$ cat src/rtl/sf_align_marker.sv
module sf_align_marker #(
  parameter int SF_LEN = 96
) (
  input  logic clk,
  input  logic rst_n,
  input  logic marker_en,
  input  logic sync_mode,
  input  logic long_fmt,
  input  logic line_role,
  input  logic tx_out_en,
  input  logic fs_tx,
  input  logic fs_rx,
  input  logic rx_sf_start,
  input  logic tx_mark_in,
  output logic tx_mark_out,
  output logic tx_mark_oe,
  output logic rx_mark
);
  localparam int CW = $clog2(SF_LEN);
  localparam logic [CW-1:0] LAST = CW'(SF_LEN - 1);

  logic [CW-1:0] tx_cnt, tx_nxt, tx_cur;
  logic fs_tx_q, fs_rx_q, tx_after, rx_after, rx_arm, rx_flag;

  wire active   = marker_en & sync_mode;
  wire tx_rise  = fs_tx & ~fs_tx_q;
  wire rx_rise  = fs_rx & ~fs_rx_q;
  wire tx_input = active & line_role & ~tx_out_en;
  wire do_force = tx_input & tx_after & tx_mark_in;

  assign tx_nxt = (tx_cnt == LAST) ? '0 : tx_cnt + CW'(1);
  assign tx_cur = tx_rise ? tx_nxt : tx_cnt;

  assign tx_mark_oe  = active & (~line_role | tx_out_en);
  assign tx_mark_out = tx_mark_oe &
                       (long_fmt ? (fs_tx & (tx_cur == '0)) : (tx_after & (tx_cnt == '0)));
  assign rx_mark     = active &
                       (long_fmt ? (fs_rx & (rx_rise ? rx_arm : rx_flag)) : (rx_after & rx_flag));

  always_ff @(posedge clk) begin
    if (!rst_n) begin
      fs_tx_q  <= 1'b0;
      fs_rx_q  <= 1'b0;
      tx_after <= 1'b0;
      rx_after <= 1'b0;
      tx_cnt   <= LAST;
      rx_arm   <= 1'b0;
      rx_flag  <= 1'b0;
    end else begin
      fs_tx_q  <= fs_tx;
      fs_rx_q  <= fs_rx;
      tx_after <= tx_rise;
      rx_after <= rx_rise;
      if (do_force)     tx_cnt <= '0;
      else if (tx_rise) tx_cnt <= tx_nxt;
      if (rx_rise) begin
        rx_flag <= rx_arm;
        rx_arm  <= rx_sf_start;
      end else begin
        rx_arm  <= rx_arm | rx_sf_start;
      end
    end
  end


  cnt_range_chk: assert property (@(posedge clk) disable iff (!rst_n) tx_cnt <= LAST);


  short_tx_width_chk: assert property (@(posedge clk) disable iff (!rst_n)
    (!long_fmt && tx_mark_out) |=> !(tx_mark_out && !long_fmt));


  long_rx_sync_chk: assert property (@(posedge clk) disable iff (!rst_n)
    (long_fmt && rx_mark) |-> fs_rx);


  disabled_quiet_chk: assert property (@(posedge clk) disable iff (!rst_n)
    !(marker_en && sync_mode) |-> !(tx_mark_out || tx_mark_oe || rx_mark));


  terminal_drive_chk: assert property (@(posedge clk) disable iff (!rst_n)
    (active && !line_role) |-> tx_mark_oe);


  force_load_chk: assert property (@(posedge clk) disable iff (!rst_n)
    (tx_input && tx_after && tx_mark_in) |=> (tx_cnt == '0));


  input_no_drive_chk: assert property (@(posedge clk) disable iff (!rst_n)
    !tx_mark_oe |-> !tx_mark_out);
endmodule

$ cat config.mk
export PLATFORM = sky130hd
export DESIGN_NAME = sf_align_marker
export DESIGN_NICKNAME = d
export VERILOG_FILES = /design/src/rtl/sf_align_marker.sv
export SDC_FILE = /design/constraint.sdc
export NUM_CORES = 1
export LEC_CHECK = 0
export BUFFER_PORTS_ARGS = -buffer_cell sky130_fd_sc_hd__buf_2
export CAP_MARGIN = 20
export CORE_MARGIN = 3
export CORE_UTILIZATION = 50
export CTS_BUF_LIST = sky130_fd_sc_hd__clkbuf_2
export CTS_CLUSTER_SIZE = 40
export DETAILED_ROUTE_END_ITERATION = 10
export GPL_ROUTABILITY_DRIVEN = 0
export HOLD_SLACK_MARGIN = 0.12
export PLACE_DENSITY = 0.68
export SETUP_SLACK_MARGIN = 0.05
export SYNTH_ARGS = -nofsm -noshare
export SYNTH_HDL_FRONTEND = slang
export SYNTH_SLANG_ARGS = --single-unit
$ cat constraint.sdc
create_clock -name clk -period 2.45 [get_ports clk]
set_input_delay 0.49 -clock clk [delete_from_list [all_inputs] [get_ports clk]]
set_output_delay 0.49 -clock clk [all_outputs]
set_load 0.005 [all_outputs]
Word-level counts from Yosys, hierarchy flattened
Index checks and enable logic that the tools add are counted.
{ "op_classes": {"n_addsub": 1, "eq_ne": 1, "n_mux": 7, "bitwise_logic": 21, "n_reduce_logical": 3} }
{ "ops": {"columns": ["cell", "n"], "rows": [
  ["7-bit 2-to-1 mux", 3],
  ["1-bit bitwise AND", 14],
  ["7-bit logical NOT", 2],
  ["7-bit by 1-bit adder with 7-bit output (second input constant)", 1],
  ["7-bit equality test (second input constant)", 1],
  ["1-bit inverter", 5],
  ["1-bit 2-to-1 mux", 4],
  ["1-bit OR", 2],
  ["2-bit OR reduction", 1]
]} }
{ "word_totals": {"regBits": 13, "in_bits": 11, "out_inout_bits": 3} }

Longest topological paths before layout
Gate-level depths: netlist of the first run.
{ "depth": {"depth_word": 7, "ltp_mapped": 6, "ltp_nobuf": 6} }

Worst setup path before layout of the first run
Ideal clock, no wire load.
{ "synth_timing": {"path_type": "reg2out", "start": "register tx_cnt[0]", "end": "output tx_mark_out", "arrival_time_ns": 1.654, "slack_ns": 0.306, "stages_incl_launch_ff": 7, "n_path_buf": 0, "path_cell_list": "dfxtp_1 -> inv_1 -> ha_1 -> or3_1 -> a21oi_1 -> o2111ai_1 -> o31ai_1"} }
{ "synth_via": {"elab_chain_cells": 7, "word_cells_on_any_way": 10, "cone_classes": "1 x add/sub; 1 x eq/ne; 3 x mux; 3 x bitwise; 2 x reduce/logical"} }
{ "synth_lines": {"columns": ["item", "line_no", "text"], "rows": [
  ["start: declaration", "22", "logic [CW-1:0] tx_cnt, tx_nxt, tx_cur;"],
  ["start signal: assignment", "55", "else if (tx_rise) tx_cnt <= tx_nxt;"],
  ["7-bit by 1-bit adder with 7-bit output or 7-bit equality test (tied branches)", "31", "assign tx_nxt = (tx_cnt == LAST) ? '0 : tx_cnt + CW'(1);"],
  ["7-bit 2-to-1 mux", "31", null],
  ["7-bit 2-to-1 mux", null, null],
  ["7-bit logical NOT", "36", "(long_fmt ? (fs_tx & (tx_cur == '0)) : (tx_after & (tx_cnt == '0)));"],
  ["1-bit bitwise AND", "36", null],
  ["1-bit 2-to-1 mux (*)", "36", null],
  ["1-bit bitwise AND (*)", "35", "assign tx_mark_out = tx_mark_oe &"],
  ["end: declaration", "15", "output logic tx_mark_out,"]
]} }
Every way passes the cells marked *; elsewhere a longest branch is shown, timed or not.

Worst setup path after layout of the first run
{ "layout_timing": {"start": "register tx_cnt[1]", "end": "output tx_mark_out"} }
The elaborated chain is that of the path after synthesis.

==> qor.yml, run 1 <==
status:
  status: "finished, final reports clean"
finish:
  layout_common_cells: "buf_2 (13), dfxtp_1 (11), a21oi_1 (6), o21ai_0 (6)"
  syn_to_final_growth_pct: 16.97
  fin_area_sq_um: 957.2
  antenna_cells: 0
  layout_commonest_cell: "buf_2"
  drive_gt1_share_pct: 28.83
  nets: 125
route:
  ant_nets: 0
  wirelength_mm: 1.763
  viasPerCell: 5.730
  vias: 722
  wl_per_cell_microns: 13.99
  drtPass1Iterations: 4
  initialDrtViolationCount: 18
  drc_errors: 0
worst_setup_path:
  crit_fanout: 4
  critical_path_arrival_ns: 1.89
  crit_path_top_delay_cell: "dfxtp_4"
  crit_chain: "inv_4 > ha_4 > or3_1 > a21oi_1 > o2111ai_1 > o31ai_1 > buf_2"
  cp_top_family: "compound AO/OA/AOI/OAI gates"
  end_kind: "output pin"
  slowest_delay_ns: 0.40
  path_buf_inv: 2
  path_class: "reg2out"
  r2r_cells: 4
  cp_num_cells: 7
  worstPathRequired_ns: 1.96
  start_kind: "register"
die:
  die_width_microns: 46.46
  start_util_pct: 57.82
  die_h_microns: 46.46
  dieArea_sq_um: 2158
  pin_count: 14
  std_cell_rows: 13
  core_area_sq_um: 1415
synth:
  seq_area_frac_synth_pct: 31.80
  synthArstFlopShare_pct: 0
  netlist_instances: 95
  syn_nets: 108
  yosys_warnings: 0
  ys_ff_latch: 13
  syn_area_sq_um: 818.3
  ys.flop_type: "dfxtp_1"
  ys_types: 37
  avgSynthCellArea_sq_um: 8.614
  synth-edff-count: 0
place:
  place_area_sq_um: 869.6
  io_buffers: 13
  dpl.hpwl_mm: 1.277
cts:
  cts.sinks: 13
  numCtsBuffers: 3
  clk_latency_ns: 0.27
  cts.htree.levels: 1
  cts_tree: "built"
  cts_buffer_depth: 2
  path_clk_slew_ns: 0.13
  root_buffer: "clkbuf_2"
timing:
  fin_crit_sh_pct: 97.05
  fin_crit_ns: 2.378
  worstMarginPinSlew_ns: 0.4899
  rsz0062_at_grt: "true"
  hold_viol: 0
  clock.fmax_mhz: 420.6
  setup_viol: 0
  worst_clock_skew_ns: 0.005317
  slew_headroom_pct: 67.22
  finalMaxSlewViolations: 0
  setup-tns-final_ns: 0
run:
  cap_violations: 0
global_route:
  grtUsageTotal_pct: 18.55
  grt_pass1_vias: 648
  antenna_found_initial: 0
  grt_max_degree: 13
  overflow: 0
  grt_pass1_wl_mm: 2.801
pwr:
  ir_worst_vdd_mv: 0.5166
  p_leak_nw: 0.3672
  power_density_nw_per_um2: 559.7
min_path:
  holdPathStages: 3
  hold_class: "in2reg"
## synthesized netlist by cell type, types with 2 or more instances
cell type	instances	share of area [%]
inv_1	4	1.8
or2b_1	2	1.8
mux2i_1	2	2.4
o21ai_0	6	3.7
nand3_1	3	1.8
a21oi_1	6	3.7
nand3b_1	2	1.8
nor3_1	4	2.4
nand2b_1	3	2.3
clkbuf_1	2	0.92
nand4_1	2	1.5
nor3b_1	2	1.8
a31oi_1	2	1.5
xor2_1	4	4.3
dfxtp_1	13	32
or3_1	2	1.5
nand2_1	5	2.3
and2_1	4	3.1
o2111ai_1	2	2.1
ha_1	2	3.1
nor2b_1	3	2.3
buf_2	2	1.2
buf_6	2	2.8
nor2_1	3	1.4
## state kept, by name (all words and copies together), names as in the netlist
register	cells
tx_after	1
rx_after	1
rx_flag	1
rx_arm	1
fs_tx_q	1
fs_rx_q	1
tx_cnt	7
## worst paths after layout
check	from	endpoint	slack [ns]
worst max-delay path	tx_cnt[1]	tx_mark_out	0.07
worst min-delay path	rx_sf_start	rx_arm	0.44
worst max register to register	tx_cnt[2]	tx_cnt[3]	0.94
worst min register to register	fs_rx_q	rx_after	0.47
## per-layer routing
layer / track usage [%] / wire, microns
met5: 0 / 0
met4: 10.23 / 28
met3: 3.516 / 60
met2: 27.75 / 791
met1: 24.71 / 881
## logic make-up after synthesis
kind of cell / after synthesis / synth area share, %
simple gates: 40 / 29.66
compound gates: 23 / 20.64
flops: 13 / 31.80
buf+inv: 10 / 6.727
xor+xnor: 4 / 4.281
mux: 3 / 3.823
fa+ha+maj: 2 / 3.058
## stage by stage
step | std cells | total power, mW | util [%] | hold slack, ns | setup slack [ns]
5_1_grt | 126 | 0.5720 | 67.64 | 0.4598 | -0.02539
4_1_cts | 123 | 0.5230 | 64.99 | 0.4364 | 0.05940
6_report | 126 | 0.5358 | 67.64 | 0.4397 | 0.07231
2_1_floorplan | 95 | 0.3778 | - | 0.4264 | 0.3055
3_5_place_dp | 118 | 0.4032 | 61.45 | 0.4432 | 0.1189
3_3_place_gp | 118 | 0.4015 | 61.45 | 0.4459 | 0.1701
## area by class of cell
cell class	instances	area, sq um
timing repair buffer	18	102.6
multi-input combinational	72	528.0
tap	15	18.77
clock buffer	4	20.02
fill	128	457.9
sequential	13	267.8
inverter	4	20.02
## tightest hold or removal path, stage by stage
cell and delay (ns):
buf_2 0.08, a21oi_1 0.03, nor2b_1 0.09
## power breakdown
group          internal [mW]  leakage (nW)  switching, mW
clock                 0.0433        0.0166         0.0690
sequential             0.231         0.108         0.0372
combinational         0.0812         0.243         0.0741
## timing repair
action | in CTS | in global routing
setup endpoints to repair | 1 | 1
resized for setup | 7 | 4
setup buffers | 1 | 3
hold buffers | 0 | 0
pin swaps | 1 | 5
(Power assumes the default switching activity.)
==> inputs of run 2 (changes only) <==
Settings changed: BUFFER_PORTS_ARGS -buffer_cell sky130_fd_sc_hd__buf_2 to -buffer_cell sky130_fd_sc_hd__buf_4, CELL_PAD_IN_SITES_DETAIL_PLACEMENT set to 0, CELL_PAD_IN_SITES_GLOBAL_PLACEMENT set to 1, CORE_ASPECT_RATIO set to 1.5, CORE_UTILIZATION 50 to 42, PLACE_DENSITY 0.68 to 0.76.
==> run 2 against run 1 <==
  * Sequential cell count did not move
  * Die area rose by 17%
  * Sequential share of layout area fell by 1.6 points
  * Combinational power rose by 5%
  * Utilization fell by 10 points
  * Setup slack got worse by 0.0017 ns
  * Clock skew fell by 0.0051 ns
  * Via count rose by 3.3%
  * Total power barely moved
  * Sequential power fell by 1%
  * Register-to-register slack got worse by 0.03 ns
  * Critical path type unchanged
  * Largest power group unchanged
  * Highest routed layer unchanged
==> qor.yml, run 2 (synthesized netlist as in run 1, its figures left out) <==
cts:
  numCtsBuffers: 3
  cts_tree: "built"
  cts.sinks: 13
  cts_buffer_depth: 2
  root_buffer: "clkbuf_2"
  path_clk_slew_ns: 0.11
  cts.htree.levels: 1
  clk_latency_ns: 0.26
finish:
  drive_gt1_share_pct: 29.73
  largest_register: "tx_cnt"
  antenna_cells: 0
  largest_reg_flops: 7
  syn_to_final_growth_pct: 21.56
  stdcell_count: 131
  layout_common_cells: "buf_4 (17), dfxtp_1 (11), a21oi_1 (6), o21ai_0 (6), nand2_1 (5)"
  layout_commonest_cell: "buf_4"
  fin_util_pct: 57.36
  nets: 125
worst_setup_path:
  crit_chain: "buf_4 > ha_4 > or2b_1 > a211o_1 > a31oi_1 > o31ai_1 > buf_4"
  crit_path_start: "tx_cnt[1]"
  crit_fanout: 4
  timing.rr.end: "tx_cnt[6]"
  endpoint: "tx_mark_out"
  cp_top_family: "compound AO/OA/AOI/OAI gates"
  r2r-start: "tx_cnt[1]"
  path_buf_inv: 2
  r2r_slack_ns: 0.91
  cp_num_cells: 7
  r2r_cells: 7
  end_kind: "output pin"
  cp_common_cell: "buf_4"
  path_class: "reg2out"
  worstPathRequired_ns: 1.96
  crit_path_top_delay_cell: "dfxtp_2"
  start_kind: "register"
  slowest_delay_ns: 0.35
  critical_path_arrival_ns: 1.89
route:
  initialDrtViolationCount: 14
  wirelength_mm: 1.700
  viasPerCell: 5.695
  vias: 746
  wl_per_cell_microns: 12.98
  drtPass1Iterations: 4
  ant_nets: 0
  drc_errors: 0
timing:
  fin_crit_sh_pct: 97.12
  worst_clock_skew_ns: 0.0002300
  rsz0062_at_grt: "true"
  setup_viol: 0
  worstMarginPinSlew_ns: 0.4168
  finalMaxSlewViolations: 0
  fin_crit_ns: 2.379
  clock.fmax_mhz: 420.3
  hold_viol: 0
  slew_headroom_pct: 72.11
place:
  dpl.hpwl_mm: 1.324
  io_buffers: 13
  dpl.cell_count: 124
global_route:
  grt_pass1_vias: 704
  grt_max_degree: 13
  overflow: 0
  antenna_found_initial: 0
  grt_pass1_wl_mm: 2.829
  grtUsageTotal_pct: 14.97
pwr:
  total_power_mw: 0.5353
  power_density_nw_per_um2: 538.1
  p_leak_nw: 0.3779
  ir_worst_vdd_mv: 0.3496
status:
  status: "finished, final reports clean"
min_path:
  holdPathStages: 2
  hold_class: "in2reg"
die:
  start_util_pct: 47.19
  die_h_microns: 60.06
  pin_count: 14
  std_cell_rows: 18
  core_area_sq_um: 1734
  dieArea_sq_um: 2525
  die_width_microns: 42.04
run:
  cap_violations: 0
==> run 2: changes by cell type in the layout (fill, tap and decap cells not counted) <==
cell | previous run | this run
nor3b_2 | 0 | 1
inv_2 | 0 | 2
inv_4 | 2 | 0
nor3b_1 | 2 | 1
dfxtp_2 | 0 | 2
buf_2 | 13 | 0
buf_6 | 0 | 1
dfxtp_4 | 2 | 0
buf_4 | 5 | 17
==> run 2: metal layers <==
layer / global-route usage, % / up-vias / share of wire, %
met2: 27.43 / 22 / 51
li1: - / 377 / -
met1: 14.73 / 337 / 40
met3: 1.807 / 10 / 4.4
met5: 0 / - / 0
met4: 12.89 / 0 / 4.5
==> run 2: timing repair <==
item / CTS / global route
hold buffers: 0 / 0
pin swaps: 5 / 2
setup buffers: 3 / 0
resized for setup: 7 / 2
endpoints found under the setup margin: 1 / 1
==> run 2: area by class of cell <==
class                      count  area [sq um]
fill                         155         739.5
inverter                       4         15.01
multi-input combinational     72         533.0
clock buffer                   4         20.02
sequential                    13         262.8
timing repair buffer          18         138.9
tap                           20         25.02
==> run 2: worst min-delay path by stage <==
| stage | start | end |
|---|---|---|
| floorplan | fs_rx_q | rx_after |
| global placement | fs_rx_q | rx_after |
| detailed placement | fs_rx_q | rx_after |
| CTS | fs_tx | fs_tx_q |
| global route | rx_sf_start | rx_arm |
| finish | fs_tx | fs_tx_q |
==> run 2: per-stage QoR <==
stage	setup TNS (ns)	area [sq um]	hold slack, ns	setup slack, ns
3_5_place_dp	0	915.9	0.4546	0.2154
5_1_grt	-0.06095	994.7	0.4420	-0.06095
3_3_place_gp	0	915.9	0.4528	0.2116
2_1_floorplan	0	818.3	0.4264	0.3055
4_1_cts	0	989.7	0.4409	0.05355
6_report	0	994.7	0.4453	0.07058
==> run 2: power by group <==
group	total [mW]	leakage [nW]	internal (mW)	switching (mW)
registers	0.264	0.107	0.231	0.0326
logic	0.163	0.254	0.0862	0.0768
clock network	0.108	0.0166	0.0433	0.0649
==> inputs of run 3 (changes only) <==
Settings changed: CORE_MARGIN 3 to not set.
==> run 3 against run 2 <==
  * Clock-buffer cell count stayed put
  * Sequential power hardly changed
  * Via count stayed put
  * Sequential share of layout area hardly changed
  * Combinational power is 7% higher
  * Final cell count stayed put
  * Largest power group unchanged
  * Highest routed layer unchanged
==> qor.yml, run 3 (synthesized netlist as in run 1, its figures left out) <==
finish:
  multi_input_area_sq_um: 549.3
  layout_common_cells: "buf_4 (16), dfxtp_1 (10), o21ai_0 (6)"
  syn_to_final_growth_pct: 23.24
  drive_gt1_share_pct: 32.73
  largest_reg_flops: 7
  seq_area_sq_um: 266.5
  nets: 124
  antenna_cells: 0
  largest_register: "tx_cnt"
  layout_commonest_cell: "buf_4"
  num-fill-cells: 185
  fin_area_sq_um: 1008
route:
  vias: 746
  initialDrtViolationCount: 14
  viasPerCell: 5.695
  drc_errors: 0
  drtPass1Iterations: 4
  wirelength_mm: 1.879
  wl_per_cell_microns: 14.34
  ant_nets: 0
cts:
  numCtsBuffers: 3
  path_clk_slew_ns: 0.12
  root_buffer: "clkbuf_2"
  cts.sinks: 13
  cts_buffer_depth: 2
  cts_tree: "built"
  cts.htree.levels: 1
  clk_latency_ns: 0.26
worst_setup_path:
  critical_path_arrival_ns: 1.87
  crit_path_top_delay_cell: "dfxtp_4"
  worstPathRequired_ns: 1.96
  crit_chain: "inv_2 > ha_4 > or3_1 > a21oi_2 > o2111ai_1 > o31ai_1 > buf_4"
  slowest_delay_ns: 0.40
  timing.rr.end: "tx_cnt[6]"
  endpoint: "tx_mark_out"
  crit_fanout: 4
  path_class: "reg2out"
  end_kind: "output pin"
  start_kind: "register"
  r2r_cells: 7
  r2r_slack_ns: 0.87
  crit_path_start: "tx_cnt[1]"
  r2r-start: "tx_cnt[0]"
die:
  pin_count: 14
  std_cell_rows: 19
  start_util_pct: 44.70
  dieArea_sq_um: 2133
  core_area_sq_um: 1831
  die_width_microns: 38.04
  die_h_microns: 56.06
timing:
  slew_headroom_pct: 69.29
  rsz0062_at_grt: "true"
  hold_ws_ns: 0.4512
  finalMaxSlewViolations: 0
  clock.fmax_mhz: 424.1
  worst_clock_skew_ns: 0.005580
  hold_viol: 0
  fin_crit_sh_pct: 96.24
  fin_crit_ns: 2.358
  worstMarginPinSlew_ns: 0.4590
  setup_viol: 0
pwr:
  clkPwrFrac_pct: 19.6
  comb_power_share_pct: 32.1
  switching_power_mw: 0.1819
  ir_worst_vdd_mv: 0.2831
  p_leak_nw: 0.3755
  power_density_nw_per_um2: 541.5
  p_int_mw: 0.3642
  seq_power_share_pct: 48.3
  swShare_pct: 33.32
global_route:
  grtUsageTotal_pct: 21.15
  antenna_found_initial: 0
  grt_pass1_vias: 738
  overflow: 0
  grt_max_degree: 13
  grt_pass1_wl_mm: 3.270
status:
  status: "finished, final reports clean"
place:
  place_area_sq_um: 924.6
  io_buffers: 13
  dpl.hpwl_mm: 1.406
min_path:
  hold_class: "in2reg"
  holdPathStages: 2
run:
  cap_violations: 0
[run 3: cell count changes in the layout (fill, tap and decap cells not counted), sizes merged]
cell | before | now
buf | 18 | 17
[run 3: power by group through the flow]
stage	Sequential [mW]	Clock, mW	Combinational, mW
4_1_cts	0.262	0.114	0.168
2_1_floorplan	0.246	0	0.131
3_5_place_dp	0.265	0	0.155
6_report	0.264	0.107	0.175
3_3_place_gp	0.265	0	0.154
5_1_grt	0.266	0.121	0.196
[run 3: critical path: cells and delay by family, from the launching register on]
family | cells | cell delay (ns)
and+or+nand+nor | 1 | 0.35
AOI/OAI and AO/OA | 3 | 0.43
adders and majority gates | 1 | 0.22
DFF | 1 | 0.40
buffers and inverters | 2 | 0.20
[run 3: worst min-delay path by stage]
stage,startpoint,to,slack (ns)
final,fs_tx,fs_tx_q,0.45
after global routing,fs_tx,fs_tx_q,0.44
after CTS,rx_sf_start,rx_arm,0.44
after detailed placement,fs_rx_q,rx_after,0.46
after global placement,fs_rx_q,rx_after,0.46
after floorplan,fs_rx_q,rx_after,0.43
[run 3: cell type report]
type	count	area share, %
clock buffers	4	1.985
inverters	4	1.489
multi-input cells	72	54.47
flip-flops and latches	13	26.43
well taps	21	2.605
repair buffers	17	13.03
[run 3: layer usage]
metal,wire [microns],track usage (%)
met4,70,12.24
met2,1005,36.80
met3,27,1.200
met5,0,0
met1,775,23.54
[run 3: through the flow]
stage                     setup TNS [ns]  utilization [%]  instances  total power, mW  setup WS, ns
final                                  0            55.09        131           0.5461       0.09204
after global routing            -0.01183            55.09        131           0.5823      -0.01183
after CTS                              0            53.86        131           0.5441       0.04605
after detailed placement               0            50.51        126           0.4203        0.1930
after global placement                 0            50.51        126           0.4182        0.1907
after floorplan                        0                -         95           0.3778        0.3055
[run 3: timing repair]
action	CTS	global route
hold buffers	0	0
setup endpoints to repair	1	1
pin swaps	4	2
resized for setup	9	5
buffers inserted	1	0
